[src/rtl/pwm_tick_pkg.sv]
package pwm_tick_pkg;
  // strobes from the register decode to the counting datapath
  typedef struct packed {
    logic clrPre;  // restart prescaler counters
    logic clrDiv;  // restart divider chains
  } cfgStb_t;
endpackage

[src/rtl/pwm_tick_ctrl.sv]
module pwm_tick_ctrl
  import pwm_tick_pkg::*;
#(
  parameter int DATA_W  = 32,
  parameter int PRE_W   = 8,
  parameter int MUX_TOT = 20
) (
  input  logic                   clk,
  input  logic                   rstN,
  input  logic                   wrEn,
  input  logic                   wrSel,
  input  logic [DATA_W-1:0]      wrData,
  output logic [1:0][PRE_W-1:0]  preVal,
  output logic [MUX_TOT-1:0]     muxVal,
  output cfgStb_t                stb
);
  localparam int USED_W = (2 * PRE_W > MUX_TOT) ? 2 * PRE_W : MUX_TOT;

  logic unusedData;
  generate
    if (DATA_W > USED_W) begin : g_spare
      assign unusedData = ^wrData[DATA_W-1:USED_W];
    end else begin : g_nospare
      assign unusedData = 1'b0;
    end
  endgenerate

  always_ff @(posedge clk or negedge rstN) begin
    if (!rstN) begin
      preVal <= '0;
      muxVal <= '0;
    end else if (wrEn) begin
      if (!wrSel) begin
        preVal[0] <= wrData[PRE_W-1:0];
        preVal[1] <= wrData[2*PRE_W-1:PRE_W];
      end else begin
        muxVal <= wrData[MUX_TOT-1:0];
      end
    end
  end

  // any write restarts the whole tick generator
  always_comb begin
    stb.clrPre = wrEn;
    stb.clrDiv = wrEn;
  end
endmodule

[src/rtl/pwm_tick_dp.sv]
module pwm_tick_dp
  import pwm_tick_pkg::*;
#(
  parameter int          NUM_CH        = 5,
  parameter int          GRP0_CH       = 2,
  parameter int          PRE_W         = 8,
  parameter int          MUX_W         = 4,
  parameter int          DIV_BASE      = 1,
  parameter int          MAX_LOG2      = 4,
  parameter logic [15:0] EXT_CODE_MASK = 16'h0010
) (
  input  logic                      clk,
  input  logic                      rstN,
  input  cfgStb_t                   stb,
  input  logic [1:0][PRE_W-1:0]     preVal,
  input  logic [NUM_CH*MUX_W-1:0]   muxVal,
  input  logic [1:0]                extIn,
  output logic [NUM_CH-1:0]         tickEn
);
  localparam int DCW = MAX_LOG2;

  logic [1:0][PRE_W-1:0] preCnt;
  logic [1:0][DCW-1:0]   divCnt;
  logic [1:0]            preHit;
  logic [1:0][2:0]       extSync;
  logic [1:0]            extPulse;

  generate
    for (genvar g = 0; g < 2; g++) begin : g_grp
      assign preHit[g]   = (preCnt[g] == preVal[g]);
      assign extPulse[g] = extSync[g][1] & ~extSync[g][2];

      always_ff @(posedge clk or negedge rstN) begin
        if (!rstN) begin
          preCnt[g] <= '0;
        end else if (stb.clrPre || preHit[g]) begin
          preCnt[g] <= '0;
        end else begin
          preCnt[g] <= preCnt[g] + 1'b1;
        end
      end

      always_ff @(posedge clk or negedge rstN) begin
        if (!rstN) begin
          divCnt[g] <= '0;
        end else if (stb.clrDiv) begin
          divCnt[g] <= '0;
        end else if (preHit[g]) begin
          divCnt[g] <= divCnt[g] + 1'b1;
        end
      end

      // two-flop synchroniser plus one history flop for the edge detect
      always_ff @(posedge clk or negedge rstN) begin
        if (!rstN) begin
          extSync[g] <= '0;
        end else begin
          extSync[g] <= {extSync[g][1:0], extIn[g]};
        end
      end
    end

    for (genvar i = 0; i < NUM_CH; i++) begin : g_ch
      localparam int GRP = (i < GRP0_CH) ? 0 : 1;
      logic [MUX_W-1:0] code;
      logic [DCW-1:0]   mask;
      logic             isExt;

      assign code  = muxVal[i*MUX_W +: MUX_W];
      assign isExt = EXT_CODE_MASK[code];

      always_comb begin
        int expo;
        expo = int'(code) + DIV_BASE;
        if (expo > MAX_LOG2) expo = MAX_LOG2;
        mask = DCW'((1 << expo) - 1);
      end

      assign tickEn[i] = isExt ? extPulse[GRP]
                               : (preHit[GRP] && ((divCnt[GRP] & mask) == mask));
    end
  endgenerate
endmodule

[src/rtl/pwm_tick_gen.sv]
module pwm_tick_gen
  import pwm_tick_pkg::*;
#(
  parameter int          NUM_CH        = 5,
  parameter int          GRP0_CH       = 2,
  parameter int          DATA_W        = 32,
  parameter int          PRE_W         = 8,
  parameter int          MUX_W         = 4,
  parameter int          DIV_BASE      = 1,
  parameter int          MAX_LOG2      = 4,
  parameter logic [15:0] EXT_CODE_MASK = 16'h0010
) (
  input  logic              clk,
  input  logic              rstN,
  input  logic              wrEn,
  input  logic              wrSel,
  input  logic [DATA_W-1:0] wrData,
  input  logic              extTickA,
  input  logic              extTickB,
  output logic [NUM_CH-1:0] tickEn
);
  localparam int MUX_TOT = NUM_CH * MUX_W;

  cfgStb_t               stb;
  logic [1:0][PRE_W-1:0] preVal;
  logic [MUX_TOT-1:0]    muxVal;

  pwm_tick_ctrl #(
    .DATA_W (DATA_W),
    .PRE_W  (PRE_W),
    .MUX_TOT(MUX_TOT)
  ) u_ctrl (
    .clk   (clk),
    .rstN  (rstN),
    .wrEn  (wrEn),
    .wrSel (wrSel),
    .wrData(wrData),
    .preVal(preVal),
    .muxVal(muxVal),
    .stb   (stb)
  );

  pwm_tick_dp #(
    .NUM_CH       (NUM_CH),
    .GRP0_CH      (GRP0_CH),
    .PRE_W        (PRE_W),
    .MUX_W        (MUX_W),
    .DIV_BASE     (DIV_BASE),
    .MAX_LOG2     (MAX_LOG2),
    .EXT_CODE_MASK(EXT_CODE_MASK)
  ) u_dp (
    .clk   (clk),
    .rstN  (rstN),
    .stb   (stb),
    .preVal(preVal),
    .muxVal(muxVal),
    .extIn ({extTickB, extTickA}),
    .tickEn(tickEn)
  );
endmodule

[config.mk]
export PLATFORM = sky130hd
export DESIGN_NAME = pwm_tick_gen
export DESIGN_NICKNAME = d
export VERILOG_FILES = /design/src/rtl/pwm_tick_pkg.sv /design/src/rtl/pwm_tick_ctrl.sv /design/src/rtl/pwm_tick_dp.sv /design/src/rtl/pwm_tick_gen.sv
export SDC_FILE = /design/constraint.sdc
export NUM_CORES = 1
export LEC_CHECK = 0
export ABC_CLOCK_PERIOD_IN_PS = 7630
export BUFFER_PORTS_ARGS = -buffer_cell sky130_fd_sc_hd__buf_2
export CAP_MARGIN = 30
export CORE_ASPECT_RATIO = 1.2
export CORE_MARGIN = 2
export CORE_UTILIZATION = 39
export CTS_CLUSTER_SIZE = 30
export DETAILED_ROUTE_END_ITERATION = 10
export PLACE_DENSITY = 0.53
export SYNTH_ARGS = -nofsm -noshare
export SYNTH_HDL_FRONTEND = slang
export SYNTH_SLANG_ARGS = --single-unit
[constraint.sdc]
create_clock -name clk -period 7.63 [get_ports clk]
set_clock_uncertainty 0.05 [all_clocks]
set_input_delay 1.526 -clock clk [delete_from_list [all_inputs] [get_ports clk]]
set_output_delay 1.526 -clock clk [all_outputs]
set_load 0.01 [all_outputs]
==> results of run 1 <==
-- where the power goes --
group	internal (mW)	switching, mW
Combinational	0.0783	0.0739
Clock	0.119	0.143
Sequential	0.383	0.0358
Total	0.580	0.253
-- flip-flops by register name (all words and copies together) (netlist names) --
name and count:
u_ctrl.muxVal 20, u_ctrl.preVal 16, u_dp.divCnt 8, u_dp.extSync 6, u_dp.preCnt 16
-- kinds of logic after synthesis --
group,count (synthesis)
and+or+nand+nor,111
AOI/OAI and AO/OA,35
adders and majority gates,20
muxes,37
buffers and inverters,22
xor gates and xnor gates,38
DFF,66
-- layer usage --
layer	share of wire, %	up-vias	GRT usage (%)	wire [um]
met1	43	1192	17.8	2930
li1	-	1225	-	-
met4	1.6	0	8.44	108
met2	53	19	28.0	3610
met3	2.2	10	2.44	150
met5	0	-	0	0
-- synth_stat cells --
cell | n | area, sq um
xnor2_1 | 30 | 263
and3b_1 | 1 | 8.76
nor3_1 | 5 | 25.0
nand4_1 | 4 | 25.0
or2_1 | 2 | 12.5
and2_1 | 4 | 25.0
o211ai_1 | 6 | 45.0
buf_2 | 7 | 35.0
nand2_1 | 14 | 52.6
xor2_1 | 8 | 70.1
or4_1 | 2 | 15.0
o21a_1 | 1 | 7.51
nor2_1 | 41 | 154
and3_1 | 4 | 25.0
a21oi_1 | 9 | 45.0
mux2i_1 | 1 | 10.0
nand3b_1 | 9 | 67.6
o21bai_1 | 2 | 15.0
o22ai_1 | 1 | 6.26
a21oi_2 | 1 | 8.76
or3b_2 | 2 | 17.5
nand3_1 | 12 | 60.1
mux2_2 | 36 | 405
inv_1 | 15 | 56.3
o31ai_1 | 4 | 30.0
nand2b_1 | 2 | 12.5
or3_1 | 3 | 18.8
and3b_2 | 1 | 10.0
o21ai_0 | 5 | 25.0
ha_1 | 20 | 250
nor2_2 | 2 | 12.5
o2111ai_1 | 4 | 35.0
a31oi_1 | 2 | 12.5
nor2b_1 | 1 | 6.26
or2_2 | 2 | 12.5
dfrtp_1 | 66 | 1650
-- metrics by stage --
step,cell area [sq um],power [mW]
floorplan,3530,0.534
global placement,3810,0.576
detailed placement,3830,0.582
CTS,4010,0.850
global route,4010,0.895
finish,4010,0.833
-- layout by cell type, fill, tap and decap left out, types with 2 or more instances in the layout --
| cell | instances |
|---|---|
| a21oi_1 | 9 |
| a31oi_1 | 2 |
| and2_1 | 4 |
| and3_1 | 4 |
| buf_2 | 30 |
| buf_4 | 2 |
| clkbuf_8 | 9 |
| clkinv_4 | 2 |
| clkinvlp_4 | 3 |
| dfrtp_1 | 66 |
| ha_1 | 20 |
| inv_1 | 15 |
| mux2_2 | 36 |
| nand2_1 | 14 |
| nand2b_1 | 2 |
| nand3_1 | 12 |
| nand3b_1 | 9 |
| nand4_1 | 4 |
| nor2_1 | 41 |
| nor2_2 | 2 |
| nor3_1 | 5 |
| o2111ai_1 | 4 |
| o211ai_1 | 6 |
| o21ai_0 | 5 |
| o21bai_1 | 2 |
| o31ai_1 | 4 |
| or2_1 | 2 |
| or2_2 | 2 |
| or3_1 | 3 |
| or3b_2 | 2 |
| or4_1 | 2 |
| xnor2_1 | 30 |
| xor2_1 | 8 |
-- final timing paths --
path	startpoint	to	slack [ns]	cells past startpoint
min in group asynchronous	rstN	u_dp.extSync[1]$_DFF_PN0_	1.30	2
max in group asynchronous	rstN	u_ctrl.muxVal[1]$_DFFE_PN0P_	5.65	2
worst max register to register	u_dp.preCnt[8]$_DFF_PN0_	u_dp.preCnt[11]$_DFF_PN0_	5.88	5
worst max-delay path	u_ctrl.muxVal[0]$_DFFE_PN0P_	tickEn[0]	3.41	10
worst min-delay path	u_dp.extSync[0]$_DFF_PN0_	u_dp.extSync[1]$_DFF_PN0_	0.30	0
worst min register to register	u_dp.extSync[0]$_DFF_PN0_	u_dp.extSync[1]$_DFF_PN0_	0.30	0
-- cell type report --
type                    count  area (sq um)
well taps                 120           150
fillers                   892          4930
flip-flops and latches     66          1650
clock buffers               9           124
clock inverters             7          53.8
multi-input cells         241          1790
inverters                  15          56.3
repair buffers             33           180
==> summary.txt, run 1 <==
Placed design
  • Final Wtd Congestion: 0.744
  • DP Wirelength: 4950 um
  • Dpl cells: 475
  • DP Worst Slack: 3.77 ns
  • PortBufs: 30

Flow run
  • Max_cap viols: 0

Finish
  • N_diodes: 0
  • Area Overhead vs Synth: 13.4%
  • Fin nets: 424
  • Share of layout cells above drive strength 1: 25.1%
  • Final cell count without fillers: 491
  • Final core occ: 44.8%

GRT
  • Largest net degree at the start of global routing: 67
  • Total gr overflow: 0
  • Antenna violations before repair: 0
  • GRT Total Usage: 15.6%
  • Vias in the first global route: 2580
  • First-pass GRT wire length: 11900 um

Timing
  • RSZ-0062 raised after global routing: false
  • Measured slew at the worst slew-check pin: 0.852 ns
  • Min Tclk post-route: 4.22 ns
  • WHS: 0.301 ns
  • Final worst slack: 3.41 ns
  • Fmax: 237 MHz
  • Slew margin rel.: 43.2%
  • Setup violators final: 0
  • Fin Setup TNS: 0 ns
  • Slew Limit Fails: 0
  • Final Hold Viols: 0
  • Tcrit/Tclk final: 55.3%

Die
  • Die X: 90.9 um
  • I/O pin count: 43
  • Die height: 108 um
  • CORE AREA: 0.00894 sq mm
  • Die area: 0.00984 sq mm
  • Initial Util: 39.5%
  • Cell row count: 38

Synth
  • Adder-Cell Fraction of Synth Area: 7.08%
  • Post-synthesis xor/xnor area fraction: 9.42%
  • Post-synthesis sequential area ratio: 46.8%
  • Synth Register Bits: 66
  • Largest family of logic cells by synthesized area: simple AND/OR/NAND/NOR gates
  • Mapped Cells: 329
  • Compound-Gate Fraction of Synth Area: 6.52%
  • Syn Area/Cell: 10.7 sq um
  • Mux share of post-synthesis cell area: 11.8%
  • Distinct cells, synth: 36
  • Post-synthesis simple-gate area fraction: 15.9%
  • Synth Net Count: 387
  • Ys Warns: 0
  • Synthesized cell area: 0.00353 sq mm

Critical path
  • CP Data Required Time: 6.05 ns
  • Setup crit start kind: flop
  • CP bufs+invs: 1
  • Worst path slowest cell: or4_1
  • Max incr delay on CP: 0.49 ns
  • CP Max Fanout: 8
  • Crit Path Class: reg2out
  • CP endpoint kind: primary output
  • Crit path arrival time: 2.64 ns
  • Largest delay contributor family on the critical path: simple AND/OR/NAND/NOR gates
  • CP Cell Sequence: ha_1 -> nor2_1 -> a21oi_2 -> nor2_1 -> o211ai_1 -> ha_1 -> or4_1 -> a21oi_1 -> o22ai_1 -> buf_2

Clock tree
  • Post-CTS Setup Bufs: 0
  • Hold_buf cts: 0
  • Worst skew pair latency: 0.34 ns
  • CTS Root Cell: clkbuf_8
  • CTS Buf Count: 9
  • H-tree levels: 3
  • Cts repair resizes: 0
  • Reg clk slew, reported paths: 0.07 ns
  • CTS tree: done
  • Clock buffer depth: 2
  • Clk sinks: 66

Detailed routing
  • First-pass DRT Iterations: 4
  • Vias: 2446
  • Vias per cell: 4.98
  • DRC viols: 0
  • Drt total wl: 6800 um
  • Routed Antenna Nets: 0
  • WL/cell: 13.8 um
  • DR iter-0 viols: 96

Pwr
  • P per Cell Area: 208 mW/mm^2
  • Leakage: 1.72 nW
  • Worst vdd ir: 102 uV

Outcome
  • Status: finished clean

Worst hold path
  • HP Class: reg2reg
Power figures use the tool's default switching activity.
==> run 2, diff against run 1 <==
ABC_CLOCK_PERIOD_IN_PS = 4350   (was 7630)
clock period = 4.35 ns   (was 7.63 ns; I/O delays follow)
==> summary.txt, run 2 (synthesis gave the netlist of run 1 again) <==
Detailed routing
  • Routed Antenna Nets: 0 (unchanged)
  • DRC viols: 0 (unchanged)
  • Vias: 2465 (+0.78%)
  • DR iter-0 viols: 112 (+17%)
  • First-pass DRT Iterations: 4 (unchanged)
  • WL/cell: 14.0 um (+0.82%)
  • Drt total wl: 6840 um (+0.62%)
  • Vias per cell: 5.03 (+0.98%)

Timing
  • Final Hold Viols: 0 (unchanged)
  • Slew margin rel.: 61.4% (+18 points)
  • Measured slew at the worst slew-check pin: 0.578 ns (-0.274 ns)
  • Fmax: 281 MHz
  • Slew Limit Fails: 0 (unchanged)
  • RSZ-0062 raised after global routing: false
  • Fin Setup TNS: 0 ns (unchanged)
  • Setup violators final: 0 (unchanged)
  • Min Tclk post-route: 3.56 ns
  • Tcrit/Tclk final: 81.9%

Critical path
  • CP endpoint kind: primary output
  • CP Cell Sequence: ha_1 -> nor2_1 -> a21oi_2 -> nor2_1 -> o211ai_1 -> ha_1 -> or4_1 -> a21oi_1 -> o22ai_1 -> buf_2
  • CP Data Required Time: 3.43 ns (-2.62 ns)
  • Reg2Reg Setup Slack: 2.62 ns (-3.26 ns)
  • RR Startpoint: u_dp.preCnt[1]$_DFF_PN0_
  • Setup crit start kind: flop
  • CP bufs+invs: 1 (unchanged)
  • R2R cell count: 5 (unchanged)
  • Critical R2R Capture: u_dp.preCnt[7]$_DFF_PN0_
  • Max incr delay on CP: 0.50 ns (about the same)
  • CP Max Fanout: 8 (unchanged)
  • Crit Path Class: reg2out
  • Worst path slowest cell: or4_1
  • Crit path arrival time: 2.64 ns (about the same)
  • Largest delay contributor family on the critical path: simple AND/OR/NAND/NOR gates

Clock tree
  • Clk sinks: 66 (unchanged)
  • Worst skew pair latency: 0.35 ns (about the same)
  • Reg clk slew, reported paths: 0.06 ns (about the same)
  • Cts repair resizes: 0 (unchanged)
  • Post-CTS Setup Bufs: 0 (unchanged)
  • CTS Buf Count: 9 (unchanged)
  • H-tree levels: 3 (unchanged)
  • Hold_buf cts: 0 (unchanged)
  • CTS tree: done
  • Clock buffer depth: 2 (unchanged)
  • CTS Root Cell: clkbuf_8

Finish
  • Final core occ: 44.9% (+0.084 points)
  • Fin nets: 424 (unchanged)
  • N_diodes: 0 (unchanged)
  • Reg with most FFs: u_ctrl.muxVal
  • Share of layout cells above drive strength 1: 24.3% (-0.74 points)
  • Largest register FFs: 20 (unchanged)
  • Commonest non-fill, non-tap cell in the layout: dfrtp_1
  • Area Overhead vs Synth: 13.6%
  • Most frequent cells in the layout: dfrtp_1 (66), nor2_1 (41), mux2_2 (36)
  • Fill count: 923 (+3.5%)
  • Top Registers: u_ctrl.muxVal x20, u_ctrl.preVal x16, u_dp.preCnt x16

Pwr
  • Worst vdd ir: 201 uV (+97%)
  • Leakage: 1.74 nW (+0.83%)
  • P per Cell Area: 375 mW/mm^2 (+80%)

GRT
  • Total gr overflow: 0 (unchanged)
  • First-pass GRT wire length: 11500 um (-3.3%)
  • Antenna violations before repair: 0 (unchanged)
  • Largest net degree at the start of global routing: 47 (-30%)
  • GRT Total Usage: 15.3% (-0.25 points)
  • Vias in the first global route: 2427 (-5.9%)

Die
  • Initial Util: 39.5% (unchanged)
  • CORE AREA: 0.00894 sq mm (unchanged)
  • Die height: 108 um (unchanged)
  • Die area: 0.00984 sq mm (unchanged)
  • Die X: 90.9 um (unchanged)
  • I/O pin count: 43 (unchanged)
  • Cell row count: 38 (unchanged)

Placed design
  • Final Wtd Congestion: 0.744 (about the same)
  • PortBufs: 30 (unchanged)
  • DP Wirelength: 5050 um (+1.9%)

Flow run
  • Max_cap viols: 0 (unchanged)

Outcome
  • Status: finished clean

Worst hold path
  • Hold wc startpoint: u_dp.extSync[0]$_DFF_PN0_
  • WHS Path Cells: 0 (unchanged)
  • Sink of the worst hold path: u_dp.extSync[1]$_DFF_PN0_
  • HP Class: reg2reg
## run 2: cell count changes in the layout (fill, tap and decap cells not counted), sizes merged
cell / change
inv: -1
clkinvlp: -3
clkbuf: +3
bufinv: +1
clkinv: -1
## run 2: cell type report
cell class,count,area [sq um],area share [%]
sequential,66,1650,41.2
inverter,15,56.3,1.40
timing repair buffer,33,180,4.49
multi-input combinational,241,1790,44.6
tap,120,150,3.74
clock inverter,3,40.0,0.998
clock buffer,12,145,3.62
## run 2: worst max-delay path by stage
stage	start	end	slack (ns)	depth (start not counted)
6_report	u_ctrl.muxVal[0]$_DFFE_PN0P_	tickEn[0]	0.79	10
5_1_grt	u_ctrl.muxVal[0]$_DFFE_PN0P_	tickEn[0]	0.54	10
4_1_cts	u_ctrl.muxVal[0]$_DFFE_PN0P_	tickEn[0]	0.73	10
3_5_place_dp	u_ctrl.muxVal[0]$_DFFE_PN0P_	tickEn[0]	1.12	10
3_3_place_gp	u_ctrl.muxVal[0]$_DFFE_PN0P_	tickEn[0]	1.17	10
2_1_floorplan	u_ctrl.muxVal[0]$_DFFE_PN0P_	tickEn[0]	1.40	9
## run 2: per-stage QoR
step	power (mW)	instances	setup slack, ns	cell area [sq um]	hold slack (ns)
2_1_floorplan	0.936	329	1.40	3530	0.281
3_3_place_gp	1.01	474	1.17	3810	0.283
3_5_place_dp	1.02	475	1.12	3830	0.287
4_1_cts	1.54	490	0.727	4010	0.303
5_1_grt	1.60	490	0.536	4010	0.313
6_report	1.50	490	0.786	4010	0.300
## run 2: layer usage
layer | vias up | GRT usage, % | routed length, um
met5 | - | 0 | 0
met4 | 0 | 6.82 | 126
met3 | 9 | 4.46 | 180
met2 | 23 | 27.0 | 3620
met1 | 1216 | 17.4 | 2910
li1 | 1217 | - | -
## run 2: worst register-to-register path, stage by stage, from the launching register on
cell	delay [ns]
dfrtp_1	0.43
xnor2_1	0.18
nand4_1	0.23
nor2_2	0.30
or2_1	0.33
nor2_1	0.09
## run 2: power by group
part           internal, mW  leakage, nW  switching, mW
logic                 0.138        0.820          0.131
registers             0.672        0.823         0.0616
clock network         0.276       0.0962          0.227
